<file path="src/rtl/s2m_pkg.sv">
package s2m_pkg;
    // How the word being taken from the stream closes the transfer.
    typedef enum logic [1:0] {
        LAST_NONE   = 2'd0,
        LAST_BY_LEN = 2'd1,
        LAST_BY_EOP = 2'd2
    } s2m_last_e;
endpackage

</file>
<file path="src/rtl/s2m_fifo.sv">
module s2m_fifo #(
    parameter int W     = 36,
    parameter int DEPTH = 16,
    localparam int AW   = $clog2(DEPTH),
    localparam int CW   = AW + 1
) (
    input  logic          clk,
    input  logic          rst_n,
    input  logic          push,
    input  logic [W-1:0]  wdata,
    input  logic          pop,
    output logic [W-1:0]  rdata,
    output logic [CW-1:0] count
);
    typedef struct packed {
        logic [AW-1:0] wr;
        logic [AW-1:0] rd;
        logic [CW-1:0] cnt;
    } fifo_st_t;

    fifo_st_t s_d, s_q;
    logic [W-1:0] mem_q [DEPTH];

    always_comb begin
        s_d = s_q;
        if (push) s_d.wr = s_q.wr + AW'(1);
        if (pop)  s_d.rd = s_q.rd + AW'(1);
        case ({push, pop})
            2'b10:   s_d.cnt = s_q.cnt + CW'(1);
            2'b01:   s_d.cnt = s_q.cnt - CW'(1);
            default: s_d.cnt = s_q.cnt;
        endcase
    end

    always_ff @(posedge clk or negedge rst_n) begin
        if (!rst_n) s_q <= '0;
        else        s_q <= s_d;
    end

    always_ff @(posedge clk) begin
        if (push) mem_q[s_q.wr] <= wdata;
    end

    assign rdata = mem_q[s_q.rd];
    assign count = s_q.cnt;

    // The intake never pushes into a full FIFO.
    assert_fifo_no_overflow_R5: assert property (@(posedge clk) disable iff (!rst_n)
        push |-> (s_q.cnt < CW'(DEPTH)));

    // The write side only pops a word that is present.
    assert_fifo_no_underflow_R4: assert property (@(posedge clk) disable iff (!rst_n)
        pop |-> (s_q.cnt != '0));
endmodule

</file>
<file path="src/rtl/s2m_intake.sv">
module s2m_intake
    import s2m_pkg::*;
#(
    parameter int DATA_W = 32,
    parameter int LEN_W  = 16,
    parameter int ERR_W  = 2,
    localparam int BYTES = DATA_W / 8,
    localparam int LB    = $clog2(BYTES)
) (
    input  logic              clk,
    input  logic              rst_n,
    input  logic              desc_valid,
    input  logic [LEN_W-1:0]  desc_len,
    input  logic              desc_eop_end,
    input  logic              st_valid,
    input  logic              st_sop,
    input  logic              st_eop,
    input  logic [LB-1:0]     st_empty,
    input  logic [ERR_W-1:0]  st_error,
    input  logic              fifo_full,
    input  logic              fin,
    output logic              desc_ready,
    output logic              start,
    output logic              st_ready,
    output logic              push,
    output logic [BYTES-1:0]  push_be,
    output logic              busy,
    output logic              fill_done,
    output logic [LEN_W-1:0]  total_words,
    output logic [LEN_W-1:0]  xfer_bytes,
    output logic [ERR_W-1:0]  xfer_err
);
    typedef struct packed {
        logic             busy;
        logic             fill_done;
        logic             eop_end;
        logic [LB-1:0]    len_rem;
        logic [LEN_W-1:0] total;
        logic [LEN_W-1:0] pushed;
        logic [LEN_W-1:0] bytes;
        logic [ERR_W-1:0] err;
    } in_st_t;

    in_st_t s_d, s_q;

    logic [LEN_W:0]   words_wide;
    logic [LEN_W-1:0] words;
    logic [LEN_W-1:0] nxt;
    logic [LEN_W-1:0] eop_bytes;
    logic [LB:0]      eop_lanes;
    logic [BYTES-1:0] be_len, be_eop;
    logic             acc;
    s2m_last_e        last_kind;

    always_comb begin
        s_d        = s_q;
        start      = desc_valid && !s_q.busy;
        st_ready   = s_q.busy && !s_q.fill_done && !fifo_full;
        acc        = st_valid && st_ready;
        words_wide = {1'b0, desc_len} + (LEN_W+1)'(BYTES - 1);
        words      = LEN_W'(words_wide >> LB);
        nxt        = s_q.pushed + LEN_W'(1);
        eop_bytes  = (nxt << LB) - LEN_W'(st_empty);
        eop_lanes  = (LB+1)'(BYTES) - (LB+1)'(st_empty);
        for (int i = 0; i < BYTES; i++) begin
            be_len[i] = (s_q.len_rem == '0) || (i < int'(s_q.len_rem));
            be_eop[i] = (i < int'(eop_lanes));
        end

        if (nxt == s_q.total)          last_kind = LAST_BY_LEN;
        else if (s_q.eop_end && st_eop) last_kind = LAST_BY_EOP;
        else                            last_kind = LAST_NONE;

        push_be = '1;
        if (acc) begin
            s_d.pushed = nxt;
            s_d.err    = s_q.err | st_error;
            case (last_kind)
                LAST_BY_LEN: begin
                    s_d.fill_done = 1'b1;
                    push_be       = be_len;
                end
                LAST_BY_EOP: begin
                    s_d.fill_done = 1'b1;
                    s_d.total     = nxt;
                    s_d.bytes     = eop_bytes;
                    push_be       = be_eop;
                end
                default: ;
            endcase
        end

        if (start) begin
            s_d.busy      = 1'b1;
            s_d.fill_done = (words == '0);
            s_d.eop_end   = desc_eop_end;
            s_d.len_rem   = desc_len[LB-1:0];
            s_d.total     = words;
            s_d.pushed    = '0;
            s_d.bytes     = desc_len;
            s_d.err       = '0;
        end

        if (fin) begin
            s_d.busy      = 1'b0;
            s_d.fill_done = 1'b0;
        end
    end

    always_ff @(posedge clk or negedge rst_n) begin
        if (!rst_n) s_q <= '0;
        else        s_q <= s_d;
    end

    assign push        = acc;
    assign desc_ready  = !s_q.busy;
    assign busy        = s_q.busy;
    assign fill_done   = s_q.fill_done;
    assign total_words = s_q.total;
    assign xfer_bytes  = s_q.bytes;
    assign xfer_err    = s_q.err;

    // Packet framing: in end-on-EOP mode the first word taken opens a packet.
    assert_sop_opens_packet_R8: assert property (@(posedge clk) disable iff (!rst_n)
        (acc && s_q.eop_end && s_q.pushed == '0) |-> st_sop);
endmodule

</file>
<file path="src/rtl/s2m_issue.sv">
module s2m_issue #(
    parameter int DATA_W    = 32,
    parameter int ADDR_W    = 32,
    parameter int LEN_W     = 16,
    parameter int MAX_BURST = 4,
    parameter int CW        = 5,
    localparam int BYTES    = DATA_W / 8,
    localparam int BC_W     = $clog2(MAX_BURST) + 1,
    localparam int AL_W     = $clog2(MAX_BURST * BYTES)
) (
    input  logic              clk,
    input  logic              rst_n,
    input  logic              start,
    input  logic [ADDR_W-1:0] desc_addr,
    input  logic              busy,
    input  logic              fill_done,
    input  logic [LEN_W-1:0]  total_words,
    input  logic [CW-1:0]     fifo_count,
    input  logic              m_waitrequest,
    input  logic              m_resp_valid,
    output logic              pop,
    output logic [ADDR_W-1:0] m_address,
    output logic [BC_W-1:0]   m_burstcount,
    output logic              m_write,
    output logic              fin
);
    typedef struct packed {
        logic [ADDR_W-1:0] cur_addr;
        logic [ADDR_W-1:0] baddr;
        logic [LEN_W-1:0]  written;
        logic [BC_W-1:0]   left;
        logic [BC_W-1:0]   bcount;
        logic [LEN_W-1:0]  outst;
    } is_st_t;

    is_st_t s_d, s_q;

    logic [LEN_W-1:0] rem;
    logic [LEN_W-1:0] blen;
    logic             aligned, beat, first, launch;

    always_comb begin
        s_d     = s_q;
        rem     = total_words - s_q.written;
        aligned = (s_q.cur_addr[AL_W-1:0] == '0);
        if (!aligned)                        blen = LEN_W'(1);
        else if (rem < LEN_W'(MAX_BURST))    blen = rem;
        else                                 blen = LEN_W'(MAX_BURST);

        m_write = (s_q.left != '0);
        beat    = m_write && !m_waitrequest;
        first   = (s_q.left == s_q.bcount);
        launch  = busy && !m_write && (rem != '0) && (LEN_W'(fifo_count) >= blen);
        fin     = busy && fill_done && (rem == '0) && !m_write && (s_q.outst == '0);

        if (beat) begin
            s_d.cur_addr = s_q.cur_addr + ADDR_W'(BYTES);
            s_d.written  = s_q.written + LEN_W'(1);
            s_d.left     = s_q.left - BC_W'(1);
        end

        case ({beat && first, m_resp_valid})
            2'b10:   s_d.outst = s_q.outst + LEN_W'(1);
            2'b01:   s_d.outst = s_q.outst - LEN_W'(1);
            default: s_d.outst = s_q.outst;
        endcase

        if (launch) begin
            s_d.left   = BC_W'(blen);
            s_d.bcount = BC_W'(blen);
            s_d.baddr  = s_q.cur_addr;
        end

        if (start) begin
            s_d.cur_addr = desc_addr;
            s_d.written  = '0;
        end
    end

    always_ff @(posedge clk or negedge rst_n) begin
        if (!rst_n) s_q <= '0;
        else        s_q <= s_d;
    end

    assign pop          = beat;
    assign m_address    = s_q.baddr;
    assign m_burstcount = s_q.bcount;

    assert_misaligned_single_R2: assert property (@(posedge clk) disable iff (!rst_n)
        (m_write && first && (m_address[AL_W-1:0] != '0)) |-> (m_burstcount == BC_W'(1)));

    assert_burst_within_max_R3: assert property (@(posedge clk) disable iff (!rst_n)
        m_write |-> ((m_burstcount != '0) && (m_burstcount <= BC_W'(MAX_BURST))));

    assert_hold_on_wait_R4: assert property (@(posedge clk) disable iff (!rst_n)
        (m_write && m_waitrequest) |=> (m_write && $stable(m_address) && $stable(m_burstcount)));

    assert_resp_tracked_R6: assert property (@(posedge clk) disable iff (!rst_n)
        m_resp_valid |-> (s_q.outst != '0));
endmodule

</file>
<file path="src/rtl/s2m_burst_writer.sv">
module s2m_burst_writer #(
    parameter int DATA_W     = 32,
    parameter int ADDR_W     = 32,
    parameter int LEN_W      = 16,
    parameter int FIFO_DEPTH = 16,
    parameter int MAX_BURST  = 4,
    parameter int ERR_W      = 2,
    localparam int BYTES     = DATA_W / 8,
    localparam int LB        = $clog2(BYTES),
    localparam int BC_W      = $clog2(MAX_BURST) + 1,
    localparam int CW        = $clog2(FIFO_DEPTH) + 1,
    localparam int FW        = DATA_W + BYTES
) (
    input  logic              clk,
    input  logic              rst_n,
    input  logic              desc_valid,
    output logic              desc_ready,
    input  logic [ADDR_W-1:0] desc_addr,
    input  logic [LEN_W-1:0]  desc_len,
    input  logic              desc_eop_end,
    input  logic [DATA_W-1:0] st_data,
    input  logic              st_valid,
    output logic              st_ready,
    input  logic              st_sop,
    input  logic              st_eop,
    input  logic [LB-1:0]     st_empty,
    input  logic [ERR_W-1:0]  st_error,
    output logic [ADDR_W-1:0] m_address,
    output logic [BC_W-1:0]   m_burstcount,
    output logic [BYTES-1:0]  m_byteenable,
    output logic [DATA_W-1:0] m_writedata,
    output logic              m_write,
    input  logic              m_waitrequest,
    input  logic              m_resp_valid,
    output logic              done_pulse,
    output logic [LEN_W-1:0]  done_bytes,
    output logic [ERR_W-1:0]  done_error
);
    // DATA_W >= 16; MAX_BURST <= FIFO_DEPTH/4; CW <= LEN_W.
    logic             start, push, pop, busy, fill_done, fin, fifo_full;
    logic [BYTES-1:0] push_be;
    logic [LEN_W-1:0] total_words;
    logic [CW-1:0]    fifo_count;
    logic [FW-1:0]    head;

    assign fifo_full = (fifo_count == CW'(FIFO_DEPTH));

    s2m_intake #(.DATA_W(DATA_W), .LEN_W(LEN_W), .ERR_W(ERR_W)) u_intake (
        .clk(clk), .rst_n(rst_n),
        .desc_valid(desc_valid), .desc_len(desc_len), .desc_eop_end(desc_eop_end),
        .st_valid(st_valid), .st_sop(st_sop), .st_eop(st_eop),
        .st_empty(st_empty), .st_error(st_error),
        .fifo_full(fifo_full), .fin(fin),
        .desc_ready(desc_ready), .start(start), .st_ready(st_ready),
        .push(push), .push_be(push_be), .busy(busy), .fill_done(fill_done),
        .total_words(total_words), .xfer_bytes(done_bytes), .xfer_err(done_error)
    );

    s2m_fifo #(.W(FW), .DEPTH(FIFO_DEPTH)) u_fifo (
        .clk(clk), .rst_n(rst_n),
        .push(push), .wdata({push_be, st_data}),
        .pop(pop), .rdata(head), .count(fifo_count)
    );

    s2m_issue #(.DATA_W(DATA_W), .ADDR_W(ADDR_W), .LEN_W(LEN_W),
                .MAX_BURST(MAX_BURST), .CW(CW)) u_issue (
        .clk(clk), .rst_n(rst_n),
        .start(start), .desc_addr(desc_addr), .busy(busy), .fill_done(fill_done),
        .total_words(total_words), .fifo_count(fifo_count),
        .m_waitrequest(m_waitrequest), .m_resp_valid(m_resp_valid),
        .pop(pop), .m_address(m_address), .m_burstcount(m_burstcount),
        .m_write(m_write), .fin(fin)
    );

    assign m_writedata  = head[DATA_W-1:0];
    assign m_byteenable = head[FW-1:DATA_W];
    assign done_pulse   = fin;
endmodule

</file>
<file path="config.mk">
export PLATFORM = sky130hd
export DESIGN_NAME = s2m_burst_writer
export DESIGN_NICKNAME = d
export VERILOG_FILES = /design/src/rtl/s2m_pkg.sv /design/src/rtl/s2m_fifo.sv /design/src/rtl/s2m_intake.sv /design/src/rtl/s2m_issue.sv /design/src/rtl/s2m_burst_writer.sv
export SDC_FILE = /design/constraint.sdc
export NUM_CORES = 1
export LEC_CHECK = 0
export BUFFER_PORTS_ARGS = -buffer_cell sky130_fd_sc_hd__buf_4
export CORE_MARGIN = 5
export CORE_UTILIZATION = 55
export DETAILED_ROUTE_END_ITERATION = 8
export GPL_TIMING_DRIVEN = 0
export HOLD_SLACK_MARGIN = 0.12
export PLACE_DENSITY = 0.82
export SLEW_MARGIN = 0
export SYNTH_ARGS = -nofsm -noshare
export SYNTH_HDL_FRONTEND = slang
export SYNTH_SLANG_ARGS = --single-unit
</file>
<file path="constraint.sdc">
create_clock -name clk -period 5.9 [get_ports clk]
set_input_delay 1.18 -clock clk [delete_from_list [all_inputs] [get_ports clk]]
set_output_delay 1.18 -clock clk [all_outputs]
set_load 0.05 [all_outputs]
</file>
## Yosys cells after proc, flatten, opt, wreduce, memory -nomap -nowiden

Memories as Yosys holds them, arrays and structs flattened.
Cells that the tools add are included.

- Register bits after elaboration: 170
- Bits in writable memories: 576
- Input port bits: 93
- Memories kept: 1

- Bitwise operators: 1
- Equality and inequality tests: 9
- Mux-type cells: 22
- Add/subtract/negate cells: 14
- Reductions and logical operators: 41
- Magnitude comparators: 9

Memory list:

| memory | depth | bits a word | rd ports | clocked after memory_dff | wr ports | line | source |
|---|---|---|---|---|---|---|---|
| u_fifo.mem_q | 16 | 36 | 1 | 0 | 1 | s2m_fifo.sv:22 | `logic [W-1:0] mem_q [DEPTH];` |

Operators with widths:

| cell | number |
|---|---|
| $mux W16 | 5 |
| $mux W32 | 2 |
| $mux W55 | 1 |
| $mux W50 | 1 |
| $add A16 B1 Y16 const B | 3 |
| $logic_not A16 Y1 | 3 |
| $add A32 B3 Y32 const B | 1 |
| $pmux W16 S2 | 1 |
| $mux W19 | 1 |
| $add A16 B2 Y17 const B | 1 |
| $eq A16 B16 Y1 | 1 |
| $ge A5 B16 Y1 | 1 |
| $lt A16 B3 Y1 const B | 1 |
| $reduce_bool A16 Y1 | 1 |
| $sub A16 B1 Y16 const B | 1 |
| $sub A16 B16 Y16 | 1 |
| $sub A16 B2 Y16 | 1 |
| $logic_and A1 B1 Y1 | 14 |
| $reduce_bool A2 Y1 | 7 |
| $pmux W5 S2 | 1 |
| $reduce_bool A3 Y1 | 3 |
| $add A4 B1 Y4 const B | 2 |
| $pmux W4 S2 | 1 |
| $eq A2 B1 Y1 const B | 3 |
| other kinds (22) | 39 |

## Depth between registers and ports, before layout

Gate-level depths: netlist (run 1).

- Depth after elaboration: 9
- Gate-level depth with buffers: 23
- Gate-level depth less buffers: 21

## Modules after synthesis

Synthesis (run 1) repeated with hierarchy kept, for this count alone.

- Cells, all modules: 2194
- Area, all modules: 33513.4 µm²

Modules (own cells, without submodules):

| module | seq. area each (µm²) | area an instance (µm²) | cells an instance | times used |
|---|---|---|---|---|
| s2m_fifo | 17621.9 | 22369.0 | 973 | 1 |
| s2m_issue | 2552.4 | 7054.3 | 756 | 1 |
| s2m_intake | 1376.3 | 4071.4 | 463 | 1 |
| s2m_burst_writer | 0.0 | 18.8 | 2 | 1 |

## Worst setup path before layout (run 1)

Ideal clock, no wire load.

- Path kind: reg-to-output
- Start: register u_issue.s_q[24] (netlist name)
- End: output port done_pulse
- Data arrival time: 4652 ps
- Stages on the path, launching flop included: 11
- Path buffers: 1
- Path slack: 68 ps
- Cell sequence: dfrtp_1 inv_1 ha_1 nor2_1 a211oi_1 o22a_1 mux2_2 or4_1 or4_1 buf_2 nor4_1

- Longest elaborated chain between the ends: 5

Ends and longest elaborated chain:

| element | line | source |
|---|---|---|
| from (decl) | s2m_issue.sv:36 | `is_st_t s_d, s_q;` |
| from (signal assigned) | s2m_issue.sv:81 | `if (!rst_n) s_q <= '0;` |
| from (signal assigned) | s2m_issue.sv:82 | `else s_q <= s_d;` |
| $sub A16 B16 Y16 | s2m_issue.sv:44 | `rem = total_words - s_q.written;` |
| $logic_not A16 Y1 | s2m_issue.sv:54 | `fin = busy && fill_done && (rem == '0) && !m_write && (s_q.outst == '0);` |
| $logic_and A1 B1 Y1 (3 in series) | s2m_issue.sv:54 |  |
| to (decl) | s2m_burst_writer.sv:35 | `output logic done_pulse,` |

No other way between the ends.

## Worst setup path in the final report (run 1)

- Start: register u_intake.s_q, in the netlist u_intake.total_words[0]
- End: output port done_pulse

- Longest elaborated chain between the ends: 5

Ends and longest elaborated chain:

| element | line | source |
|---|---|---|
| from (decl) | s2m_intake.sv:44 | `in_st_t s_d, s_q;` |
| from (signal assigned) | s2m_intake.sv:111 | `if (!rst_n) s_q <= '0;` |
| from (signal assigned) | s2m_intake.sv:112 | `else s_q <= s_d;` |
| $sub A16 B16 Y16 | s2m_issue.sv:44 |  |
| $logic_not A16 Y1 | s2m_issue.sv:54 |  |
| $logic_and A1 B1 Y1 (3 in series) | s2m_issue.sv:54 |  |

No other way between the ends.

==> summary by stage, run 1 <==
Outcome
The run finished with clean final reports.

STA
For this run, the top clock speed supported by timing is 174 MHz. Setup violations remaining at the end of the flow were counted as 0. The worst setup margin is 0.165 ns. For the pin with the worst max-slew slack, the measured transition is 1.25 ns.

The hold violation count in the final report is 0. Measured against its own limit, the worst slew margin works out to 16.4%. The final max-slew violation count is 0. Setup repair after global routing left no endpoint under its margin. Counting I/O delays and the setup requirement, the final critical path takes 5.73 ns. Across the routed clock network, the largest skew measured is 0.0321 ns. The worst path uses 97.2% of the clock period. For the final routed database, the setup TNS stands at 0 ns.

Placement
The setup slack after placement is -0.346 ns. During placement, the flow inserted port buffers numbering 184. Routability-driven placement finished with a final weighted congestion of 0.910. The total half-perimeter wirelength after legalization and detailed placement is 53.7 mm.

In this run the cell area measured after placement is 35300 um2.

CTS
The clock tree synthesis step divided the H-tree into 3 levels. TritonCTS built the clock tree. The number of buffers added for setup after CTS is 0. The clock-pin slew on the worst setup and hold paths is 0.06 ns.

For the worst-skew pair, the clock arrives at the later sink with an insertion delay of 0.63 ns. The clock net in this run drives a total of 746 sinks. The number of hold buffers added after CTS was 0. The number of clock buffers inserted by TritonCTS is 76.

The clock passes through at most 3 buffers. The cell sitting at the root of the clock tree is a sky130_fd_sc_hd__clkbuf_16.

Power
The analysis attributes to net switching a power of 7020 uW. The post-route total power is 19200 uW. The power density normalized to cell area is 505 nW/um2. The share of power burned in combinational logic is 39.5%.

In this run, flip-flops and latches consume 34.3% of the power. The clock network accounts for 26.2% of the total power. Summed over all cells, the static leakage comes to 0.0137 uW. The peak supply drop is 0.492 mV.

The switching part of the total power is 36.6%. The internal power of the cells totals 12100 uW.

Critical path
The first element of the critical path is u_intake.total_words[0]. The critical path ends at done_pulse. The data required time at the worst endpoint is 4.72 ns.

The setup slack on the worst flop-to-flop path is 0.32 ns. The worst register-to-register path has a depth of 21. The class of the most critical setup path is reg -> out. The kind of start point of the critical path is a flip-flop. The kind of end point of the critical path is an output port. The largest driver fanout on the critical path is 6. The arrival time of data at the critical path endpoint is 4.55 ns.

In this run the critical register-to-register path is launched from u_intake.total_words[0]. The worst reg2reg path endpoint is u_issue.s_q[20].

Final layout
The post-route netlist has 26.7% of its cells at a drive strength greater than 1. At the end of the flow, the number of nets in the layout was 2460. The finished cells cover 38000 um2. For this run, the share of the core covered by cells in the final layout is 64.6%. The top cell types in the final layout, fill and taps aside, are sky130_fd_sc_hd__edfxtp_1, sky130_fd_sc_hd__buf_4, sky130_fd_sc_hd__mux4_2, sky130_fd_sc_hd__dfrtp_1, sky130_fd_sc_hd__nand2_1. Leaving out fill and tap cells, the most frequent cell in the layout is sky130_fd_sc_hd__edfxtp_1. The area growth from synthesis to layout is 16.6%.

Global routing
The first global-routing pass estimated 129 mm of wire. The largest net degree at the start of global routing is 112. The total track usage is 27.1%. The total grt overflow is 0. The via count of the first global-routing pass came to 20.7k. The initial antenna violation count is 3.

Min path
The min-delay analysis places its worst path in the category reg -> reg. The worst hold path stage count is 2.

Synth
A synthesized cell averages 16.1 um2. The synthesized netlist devotes 3.60% of its cell area to XOR and XNOR gates. After Yosys synthesis, full adders, half adders and majority gates account for 2.34% of the synthesized area. The number of enable-type register cells in the synthesized netlist is 576. Sequential cells were found to cover 66.2% of the synthesized design area. The area of the mapped netlist is 32600 um2. The combinational family with the most area after synthesis is multiplexers. Summing the areas of all and, or, nand and nor instances in the mapped netlist gives 6.86% of the synthesized area. The fraction of the mapped netlist area in compound gates is 4.27%. Synthesis produced 2027 cells. Among all flip-flop cells after synthesis, the most frequent one is sky130_fd_sc_hd__edfxtp_1.

After synthesis, the share of flip-flops with an asynchronous set or reset is 22.8%. The warning count from the yosys run is 0. The number of different library cells used by synthesis comes to 68. The total of flip-flops plus latches after synthesis is 746. The portion of synthesized area spent on multiplexers is 13.7%.

Detailed routing
The final routed wire length divided by cell count is 27.7 um. The sum of routed wire length over all layers is 87.1 mm. The number of vias after detailed routing is 19.8k.

After detailed routing, the number of vias per cell comes to 6.29. After detailed routing, the number of remaining DRC violations is 0. The count of nets left with antenna violations once routing finished came out at 0.

The number of search-and-repair iterations in the first detailed-routing pass is 5. The detailed router finished its first iteration with 2243 violations.

Flow run
Across the run, the number of max-cap violations was 0.

Floorplan
Once the floorplan was initialized, standard cells occupied 55.4% of the core. The floorplan row count is 89. The die height is 253 um. During I/O placement, the number of pins put on the boundary was 186. The die boundary width is 253 um.

The full die area is 64200 um2. The region available for standard cell placement spans 58800 um2.
-- state kept, by name (all words and copies together), names as in the netlist --
register,cells
u_intake.fill_done,1
u_intake.xfer_err,2
u_fifo.s_q,8
u_fifo.count,5
u_intake.xfer_bytes,16
u_fifo.mem_q,576
u_issue.s_q,67
u_issue.m_burstcount,3
u_issue.m_address,32
u_intake.busy,1
u_intake.s_q,19
u_intake.total_words,16
-- repair_timing --
item                       in CTS  in global routing
resized for setup               3                  6
setup endpoints to repair       1                 37
pin swaps                       0                  1
-- Yosys cell counts, drive strengths merged, types with 4 or more instances --
cell	count	share of area (%)
nor3	30	0.46
nand2b	11	0.21
dfrtp	170	13
mux4	180	12
edfxtp	576	53
o21a	4	0.092
o21ai	95	1.5
nor2b	5	0.096
nand3b	5	0.12
clkbuf	63	0.73
nor4	13	0.25
xnor3	5	0.35
and4	8	0.22
o31ai	8	0.18
nand2	162	1.9
o211ai	12	0.28
or2	9	0.17
nand4	16	0.31
inv	56	0.65
buf	80	1.6
nor2	81	0.93
or4	6	0.14
nand3	57	0.88
nor3b	9	0.22
a21oi	29	0.45
or3	9	0.17
o2111ai	5	0.13
and2	20	0.38
a221o	16	0.49
xnor2	75	2.0
a21o	12	0.28
and3	17	0.33
xor2	46	1.2
ha	56	2.2
a211oi	6	0.14
a31oi	8	0.15
mux2	34	1.2
-- worst max-delay path: stages (launching register included) --
cell	delay (ns)
sky130_fd_sc_hd__dfrtp_1	0.41
sky130_fd_sc_hd__inv_1	0.07
sky130_fd_sc_hd__ha_1	0.15
sky130_fd_sc_hd__inv_1	0.05
sky130_fd_sc_hd__fa_1	0.42
sky130_fd_sc_hd__xnor2_1	0.25
sky130_fd_sc_hd__o31a_1	0.20
sky130_fd_sc_hd__o2111ai_1	0.10
sky130_fd_sc_hd__or4_1	0.46
sky130_fd_sc_hd__or4_1	0.42
sky130_fd_sc_hd__or4_1	0.57
sky130_fd_sc_hd__buf_2	0.21
sky130_fd_sc_hd__nor4_4	0.33
sky130_fd_sc_hd__buf_4	0.28
-- routing by layer --
metal  global-route usage (%)  up-vias  part of all wire [%]
met4                     11.0        4                   4.4
met5                        0        -                 0.037
met3                     6.05      241                   9.3
met2                     45.8     1226                    51
met1                     34.4     9984                    36
li1                         -     8320                     -
-- power groups by stage --
stage	Combinational (uW)	Clock (uW)	Sequential, uW
2_1_floorplan	5480	0	6510
3_3_place_gp	7210	0	6610
3_5_place_dp	7460	0	6640
4_1_cts	7590	5090	6550
5_1_grt	8040	5330	6610
6_report	7580	5020	6560
-- stage by stage --
step,hold WS [ns],cells
floorplan,0.449,2028
detailed placement,0.481,3003
global placement,0.474,2985
global route,0.524,3142
CTS,0.484,3141
finish,0.493,3142
-- kinds of logic (layout without fill, tap and decap cells) --
logic type                 after synthesis  after routing
AOI/OAI and AO/OA                      216            216
xor gates and xnor gates               126            126
adders and majority gates               59             59
buffers and inverters                  200            540
DFF                                    746            746
muxes                                  217            217
other                                    1              3
and+or+nand+nor                        462            462
-- cell type report --
type | instances | area (um2)
antenna | 1 | 2.50
buffer | 143 | 774
clock buffer | 88 | 2000
clock inverter | 50 | 602
fill | 3926 | 20800
inverter | 57 | 218
multi-input combinational | 1082 | 10100
sequential | 746 | 21600
tap | 773 | 967
timing repair buffer | 202 | 1770
-- worst min path at each step --
stage | from | end | slack, ns
2_1_floorplan | u_intake.s_q[51] | u_intake.s_q[51] | 0.45
3_5_place_dp | u_issue.m_address[2] | u_issue.m_address[2] | 0.48
3_3_place_gp | u_issue.m_address[3] | u_issue.m_address[3] | 0.47
5_1_grt | rst_n | u_issue.m_address[25] | 0.52
6_report | u_issue.m_address[2] | u_issue.m_address[2] | 0.49
4_1_cts | rst_n | u_issue.s_q[80] | 0.48
No activity file was read; power rests on OpenSTA's default activity.
==> inputs of run 2 (changes only) <==
- clock period: 5.9 -> 6.3 ns (I/O delays scaled with it)
==> run 2 against run 1 <==
Effect of this change: the flow now finishes with violations (design-rule violations); setup slack gained 0.019 ns; worst hold slack better by 0.0063 ns; sequential share of layout area is essentially flat; critical path depth stayed put; clock skew increased by 0.0013 ns; sequential power fell by 6.2%; global-route usage is essentially flat.
==> summary by stage, run 2 (synthesized netlist as in run 1, its figures left out) <==
Outcome
The run finished, with violations left. The checks that failed: design-rule violations.

Global routing
The global-route wire length before repair is 129 mm (-0.10%). The total grt overflow is 0 (unchanged). The initial antenna violation count is 3 (unchanged).

The total track usage is 27.1% (about the same). The via count of the first global-routing pass came to 20.6k (-0.092%). The largest net degree at the start of global routing was 112 (unchanged).

Floorplan
The starting density of the core is 55.4% (unchanged). The full die area is 64200 um2 (unchanged). The core area is 58800 um2 (unchanged). The floorplan row count is 89 (unchanged). The die height is 253 um (unchanged).

The total I/O pin count is 186 (unchanged). The die boundary width came to 253 um (unchanged).

Critical path
On the critical path, the stage with the largest delay is an instance of sky130_fd_sc_hd__nor4_2. The buffering stage count on the worst path with inverters included is 4 (unchanged). The cell with the most instances on the worst path is sky130_fd_sc_hd__or4_1. The kind of end point of the critical path is an output port. STA classifies the critical path startpoint as a flip-flop. The critical path goes through inv_1 -> ha_1 -> inv_1 -> fa_1 -> xnor2_1 -> o31a_1 -> o2111ai_1 -> or4_1 -> or4_1 -> or4_1 -> buf_2 -> nor4_2 -> buf_4. The setup slack on the worst flop-to-flop path is 0.33 ns (about the same). The largest driver fanout on the critical path is 6 (unchanged). The worst setup path is of the reg -> out kind. The data required time at the worst endpoint is 5.04 ns (+0.32 ns).

The worst reg-to-reg path cell count is 20 (-4.8%). The kind of cell adding the most delay to the critical path is simple AND/OR/NAND/NOR gates. The worst register-to-register path begins at u_issue.s_q[19]. The arrival time of data at the critical path endpoint is 4.86 ns (+0.31 ns). The worst reg2reg path endpoint is u_issue.s_q[14].

The largest stage delay on the critical path is 0.61 ns (+0.04 ns).

Placement
The setup slack after placement was -0.0262 ns (+0.320 ns). The count of port buffers added during placement came to 184 (unchanged). The total half-perimeter wirelength after legalization and detailed placement is 53.7 mm (unchanged). The weighted congestion reported at the end of routability-driven placement was 0.910 (unchanged).

STA
The final setup skew was 0.0334 ns (+0.00130 ns). For this run, the top clock speed supported by timing is 164 MHz. Of the available clock period, the critical path in the final layout requires 97.1%. The routed design could run at a clock period as short as 6.12 ns. Setup repair after global routing left no endpoint under its margin. The max-slew headroom at the worst pin is 17.3% (+0.90 points). The setup violation total in the final timing report was 0 (unchanged).

The final max-slew violation count is 0 (unchanged). The slew of the pin with the lowest slew margin was 1.24 ns (-0.0134 ns). The total negative setup slack is 0 ns (unchanged). The hold violation count in the final report is 0 (unchanged). The worst hold slack across all endpoints came to 0.500 ns (+0.00631 ns). The worst setup margin is 0.184 ns (+0.0190 ns).

CTS
The clock tree from TritonCTS is yes. The clock-pin slew on the worst setup and hold paths is 0.06 ns (about the same). The largest buffer count on any clock path was 3 (unchanged).

The master cell of the clock root buffer is sky130_fd_sc_hd__clkbuf_16. The number of buffers added for setup after CTS came to 0 (unchanged). The number of clock buffers inserted by TritonCTS is 76 (unchanged). The total clock sinks was 746 (unchanged). The total of hold buffers inserted after clock tree synthesis is 0 (unchanged).

The latest clock arrival within the worst-skew pair is 0.63 ns (about the same). The maximum level of the CTS H-tree was 3 (unchanged).

Final layout
The most common library cell in the layout ignoring fill and taps is sky130_fd_sc_hd__edfxtp_1. The area of combinational cells with multiple inputs is 10100 um2 (-0.15%). The top cell types in the final layout, fill and taps aside, are sky130_fd_sc_hd__edfxtp_1, sky130_fd_sc_hd__buf_4, sky130_fd_sc_hd__mux4_2, sky130_fd_sc_hd__dfrtp_1, sky130_fd_sc_hd__nand2_1. The number of flip-flops under the largest register name is 576 (unchanged). The most flop-heavy register is u_fifo.mem_q. The sequential standard cell area came to 21600 um2 (unchanged). The area growth from synthesis to layout is 16.5% (about the same). The net count reported at finish is 2460 (unchanged). The fraction of layout instances using a drive strength above 1 is 26.5% (-0.17 points). The fill cell total of the finished layout is 3926 (unchanged).

Detailed routing
The violation count after the first detailed-routing iteration was 2197 (-2.1%). The sum of routed wire length over all layers is 87.0 mm (about the same). The number of routed nets with antenna violations was 0 (unchanged).

The number of search-and-repair iterations in the first detailed-routing pass is 7 (+2). The number of vias after detailed routing is 19.7k (-0.15%). The average vias per placed instance is 6.28 (-0.15%). The detailed-route DRC error count is 1 (+1).

The final routed wire length divided by cell count is 27.7 um (about the same).

Min path
The worst hold path stage count is 2 (unchanged). The path class of the lowest-slack min-delay path is reg -> reg. The worst hold path begins at u_issue.m_address[2]. The worst-case hold path end point is u_issue.m_address[2].

Power
The power density normalized to cell area is 473 nW/um2 (-6.3%). The static leakage came to 0.0136 uW (about the same). The peak supply drop was 0.461 mV (-6.3%). The post-route total power is 17900 uW (-6.4%).

Flow run
The total of max-cap violations is 0 (unchanged).
## run 2: routing by layer
metal / vias up / track usage (%) / part of all wire (%)
li1: 8322 / - / -
met1: 9973 / 34.4 / 36
met2: 1217 / 45.7 / 51
met3: 230 / 6.05 / 9.1
met4: 4 / 11.0 / 4.2
met5: - / 0 / 0.029
## run 2: power by group
part	total (uW)	switching (uW)	leakage, uW	internal [uW]
clock network	4710	2000	0.00125	2720
registers	6150	374	0.00733	5770
logic	7080	4200	0.00507	2880
total	17900	6570	0.0136	11400
## run 2: area by class of cell
cell class | instances | area share (%)
Clock inverter | 50 | 1.59
Multi-Input combinational cell | 1082 | 26.5
Clock buffer | 88 | 5.27
Buffer | 143 | 2.04
Timing Repair Buffer | 202 | 4.67
Antenna cell | 1 | 0.00659
Inverter | 57 | 0.564
Tap cell | 773 | 2.55
Sequential cell | 746 | 56.8
## run 2: timing repair
action	4_1_cts	5_1_grt
pin swaps	0	0
setup endpoints to repair	1	1
gates resized for setup	1	1
## run 2: metrics by stage
stage | cell area (um2) | cells | utilization [%]
2_1_floorplan | 32600 | 2028 | -
3_3_place_gp | 34900 | 2985 | 59.4
3_5_place_dp | 35300 | 3003 | 60.1
4_1_cts | 37900 | 3141 | 64.5
5_1_grt | 37900 | 3142 | 64.5
6_report | 37900 | 3142 | 64.5
## run 2: worst max-delay path by stage
stage,to,startpoint,cells after the start,slack [ns]
5_1_grt,u_issue.s_q[14],u_issue.s_q[19],20,0.01
6_report,done_pulse,u_intake.total_words[0],13,0.18
2_1_floorplan,done_pulse,u_issue.s_q[24],10,0.39
3_5_place_dp,u_issue.s_q[14],m_waitrequest,18,-0.03
3_3_place_gp,u_issue.s_q[14],m_waitrequest,18,0.10
4_1_cts,done_pulse,u_intake.total_words[2],10,0.07
## run 2: worst register-to-register path: cells and delay by family (launching register included)
family                   cells  cell delay, ns
flip-flops                   1            0.39
XOR/XNOR                     1            0.16
AND/OR/NAND/NOR              4            0.65
buffers and inverters        5            1.81
AO/OA/AOI/OAI                7            1.52
adder cells (fa/ha/maj)      3            1.30
==> inputs of run 3 (changes only) <==
- CORE_UTILIZATION: 55 -> 50
- PLACE_DENSITY: 0.82 -> 0.76
- REMOVE_ABC_BUFFERS: unset -> 1
==> run 3 against run 2 <==
Effect of this change: the run now ends clean; flip-flop and latch count did not move; sequential share of layout area grew 0.75 points; sequential power increased by 3%; clock skew is 0.0033 ns lower.
==> summary by stage, run 3 (synthesized netlist as in run 1, its figures left out) <==
CTS
The total of hold buffers inserted after clock tree synthesis is 0 (unchanged). The latest clock arrival within the worst-skew pair is 0.63 ns (about the same). The master cell of the clock root buffer is sky130_fd_sc_hd__clkbuf_16.

The total clock sinks came to 746 (unchanged). The largest buffer count on any clock path is 3 (unchanged). The number of gates resized after CTS was 0 (-1). The clock-pin slew on the worst setup and hold paths is 0.06 ns (about the same).

The maximum level of the CTS H-tree came to 3 (unchanged). TritonCTS built the clock tree. The number of buffers added for setup after CTS is 0 (unchanged).

The number of clock buffers inserted by TritonCTS is 77 (+1.3%).

Final layout
The net count reported at finish was 2330 (-5.3%). In the layout the commonest cells are sky130_fd_sc_hd__edfxtp_1, sky130_fd_sc_hd__buf_4, sky130_fd_sc_hd__mux4_2, sky130_fd_sc_hd__dfrtp_1, sky130_fd_sc_hd__nand2_1. The fill cell total of the finished layout is 4826 (+23%).

The utilization of the core after routing is 58.1% (-6.4 points). The register with the most flip-flops in the final layout is u_fifo.mem_q. Leaving out fill and tap cells, the most frequent cell in the layout is sky130_fd_sc_hd__edfxtp_1. The fraction of layout instances using a drive strength above 1 is 26.1% (-0.42 points). The area growth from synthesis to layout is 15.1%. The number of flip-flops under the largest register name is 576 (unchanged). The area of combinational cells with multiple inputs came to 10100 um2 (+0.24%). The sequential standard cell area is 21600 um2 (about the same).

STA
The final period utilization is 94.9% (-2.1 points). The final max-slew violation count was 0 (unchanged). The achievable frequency is 167 MHz (+2.3%). Setup repair after global routing left no endpoint under its margin. The final setup skew is 0.0301 ns (-0.00329 ns). The setup violation total in the final timing report is 0 (unchanged). The slew of the pin with the lowest slew margin is 1.45 ns (+0.210 ns). The clock period minus worst slack was 5.98 ns (-0.135 ns). The total negative setup slack was 0 ns (unchanged). The hold violation count in the final report is 0 (unchanged).

The max-slew headroom at the worst pin is 2.97% (-14 points).

Power
The static leakage is 0.0133 uW (-2.4%). The power density normalized to cell area is 460 nW/um2 (-2.7%). The peak supply drop is 0.339 mV (-27%).

Detailed routing
The number of search-and-repair iterations in the first detailed-routing pass is 5 (-2). The average vias per placed instance was 5.94 (-5.5%). The final routed wire length divided by cell count is 24.6 um (-11%).

The detailed-route DRC error count is 0 (-1). The violation count after the first detailed-routing iteration is 1802 (-18%). The number of vias after detailed routing came to 18.4k (-6.8%). The sum of routed wire length over all layers is 76.3 mm (-12%). The number of routed nets with antenna violations was 0 (unchanged).

Floorplan
The floorplan row count is 93 (+4.5%). The core area was 64500 um2 (+9.6%). The die height is 265 um (+4.7%). The total I/O pin count came to 186 (unchanged). The die boundary width is 265 um (+4.7%). The full die area is 70300 um2 (+9.6%). The starting density of the core is 50.5% (-4.9 points).

Global routing
The initial antenna violation count was 1 (-2). The global-route wire length before repair is 116 mm (-10%). The total grt overflow is 0 (unchanged). The via count of the first global-routing pass came to 19.2k (-6.9%). The total track usage is 21.5% (-5.5 points). The largest net degree at the start of global routing is 113 (+0.89%).

Placement
The total half-perimeter wirelength after legalization and detailed placement is 46.2 mm (-14%). The count of port buffers added during placement came to 184 (unchanged). The weighted congestion reported at the end of routability-driven placement came to 0.853 (-6.3%).

Critical path
The arrival time of data at the critical path endpoint is 4.72 ns (-0.14 ns). The worst setup path is launched from a flip-flop. The class of the most critical setup path is reg -> out.

The largest driver fanout on the critical path is 7 (+1). The data required time at the worst endpoint is 5.04 ns (about the same). STA classifies the critical path endpoint as an output port.

Flow run
The total of max-cap violations is 0 (unchanged).

Outcome
The run finished with clean final reports.

Min path
The tightest min-delay check is of the reg -> reg type.
run 3: power by group:
group	internal [uW]	total (uW)	switching, uW
clock	2520	4460	1940
sequential	5780	6350	577
combinational	2750	6420	3670
run 3: final cells by class:
cell class | instances | share of cell area (%)
Clock buffer | 90 | 5.35
Inverter | 57 | 0.571
Sequential cell | 746 | 57.5
Clock inverter | 52 | 1.34
Antenna cell | 1 | 0.00668
Timing Repair Buffer | 213 | 5.41
Tap cell | 855 | 2.85
Multi-Input combinational cell | 1083 | 26.9
run 3: critical path, cell delays in order, from the launching register on:
cell and delay (ns):
sky130_fd_sc_hd__dfrtp_1 0.40, sky130_fd_sc_hd__inv_1 0.10, sky130_fd_sc_hd__ha_1 0.16, sky130_fd_sc_hd__inv_1 0.05, sky130_fd_sc_hd__fa_1 0.39, sky130_fd_sc_hd__xnor2_1 0.19, sky130_fd_sc_hd__o31a_1 0.17, sky130_fd_sc_hd__o2111ai_1 0.10
sky130_fd_sc_hd__or4_1 0.48, sky130_fd_sc_hd__or4_1 0.47, sky130_fd_sc_hd__or4_1 0.73, sky130_fd_sc_hd__nor4_2 0.55, sky130_fd_sc_hd__buf_4 0.29
run 3: path summary, 6_finish.rpt:
check | slack (ns) | cells after the start | end | from
max | 0.32 | 12 | done_pulse | u_intake.total_words[0]
min | 0.48 | 1 | u_intake.s_q[51] | u_intake.s_q[51]
max reg2reg | 0.34 | 20 | u_issue.m_address[1] | u_intake.total_words[0]
min reg2reg | 0.48 | 1 | u_intake.s_q[51] | u_intake.s_q[51]
max in group asynchronous | 4.71 | 2 | u_intake.xfer_err[1] | rst_n
min in group asynchronous | 0.58 | 1 | u_issue.s_q[14] | rst_n
run 3: per-stage QoR:
step / cell area [um2] / hold WS (ns) / std cells / power [uW] / setup slack [ns]
after floorplan: 31800 / 0.449 / 1885 / 11300 / -1.84
after global placement: 34200 / 0.470 / 2924 / 12900 / -4.20
after detailed placement: 34900 / 0.467 / 2953 / 12800 / 0.190
after CTS: 37400 / 0.480 / 3095 / 17400 / 0.0695
after global routing: 37500 / 0.503 / 3096 / 18100 / 0.0714
final: 37500 / 0.480 / 3097 / 17200 / 0.319
run 3: layer usage:
layer  wire, um  GRT usage (%)  vias to the layer above
li1           -              -                     8082
met1      28700           27.1                     9452
met2      40400           38.4                      735
met3       5130           4.43                      130
met4       2070           5.89                        0
met5          0              0                        -
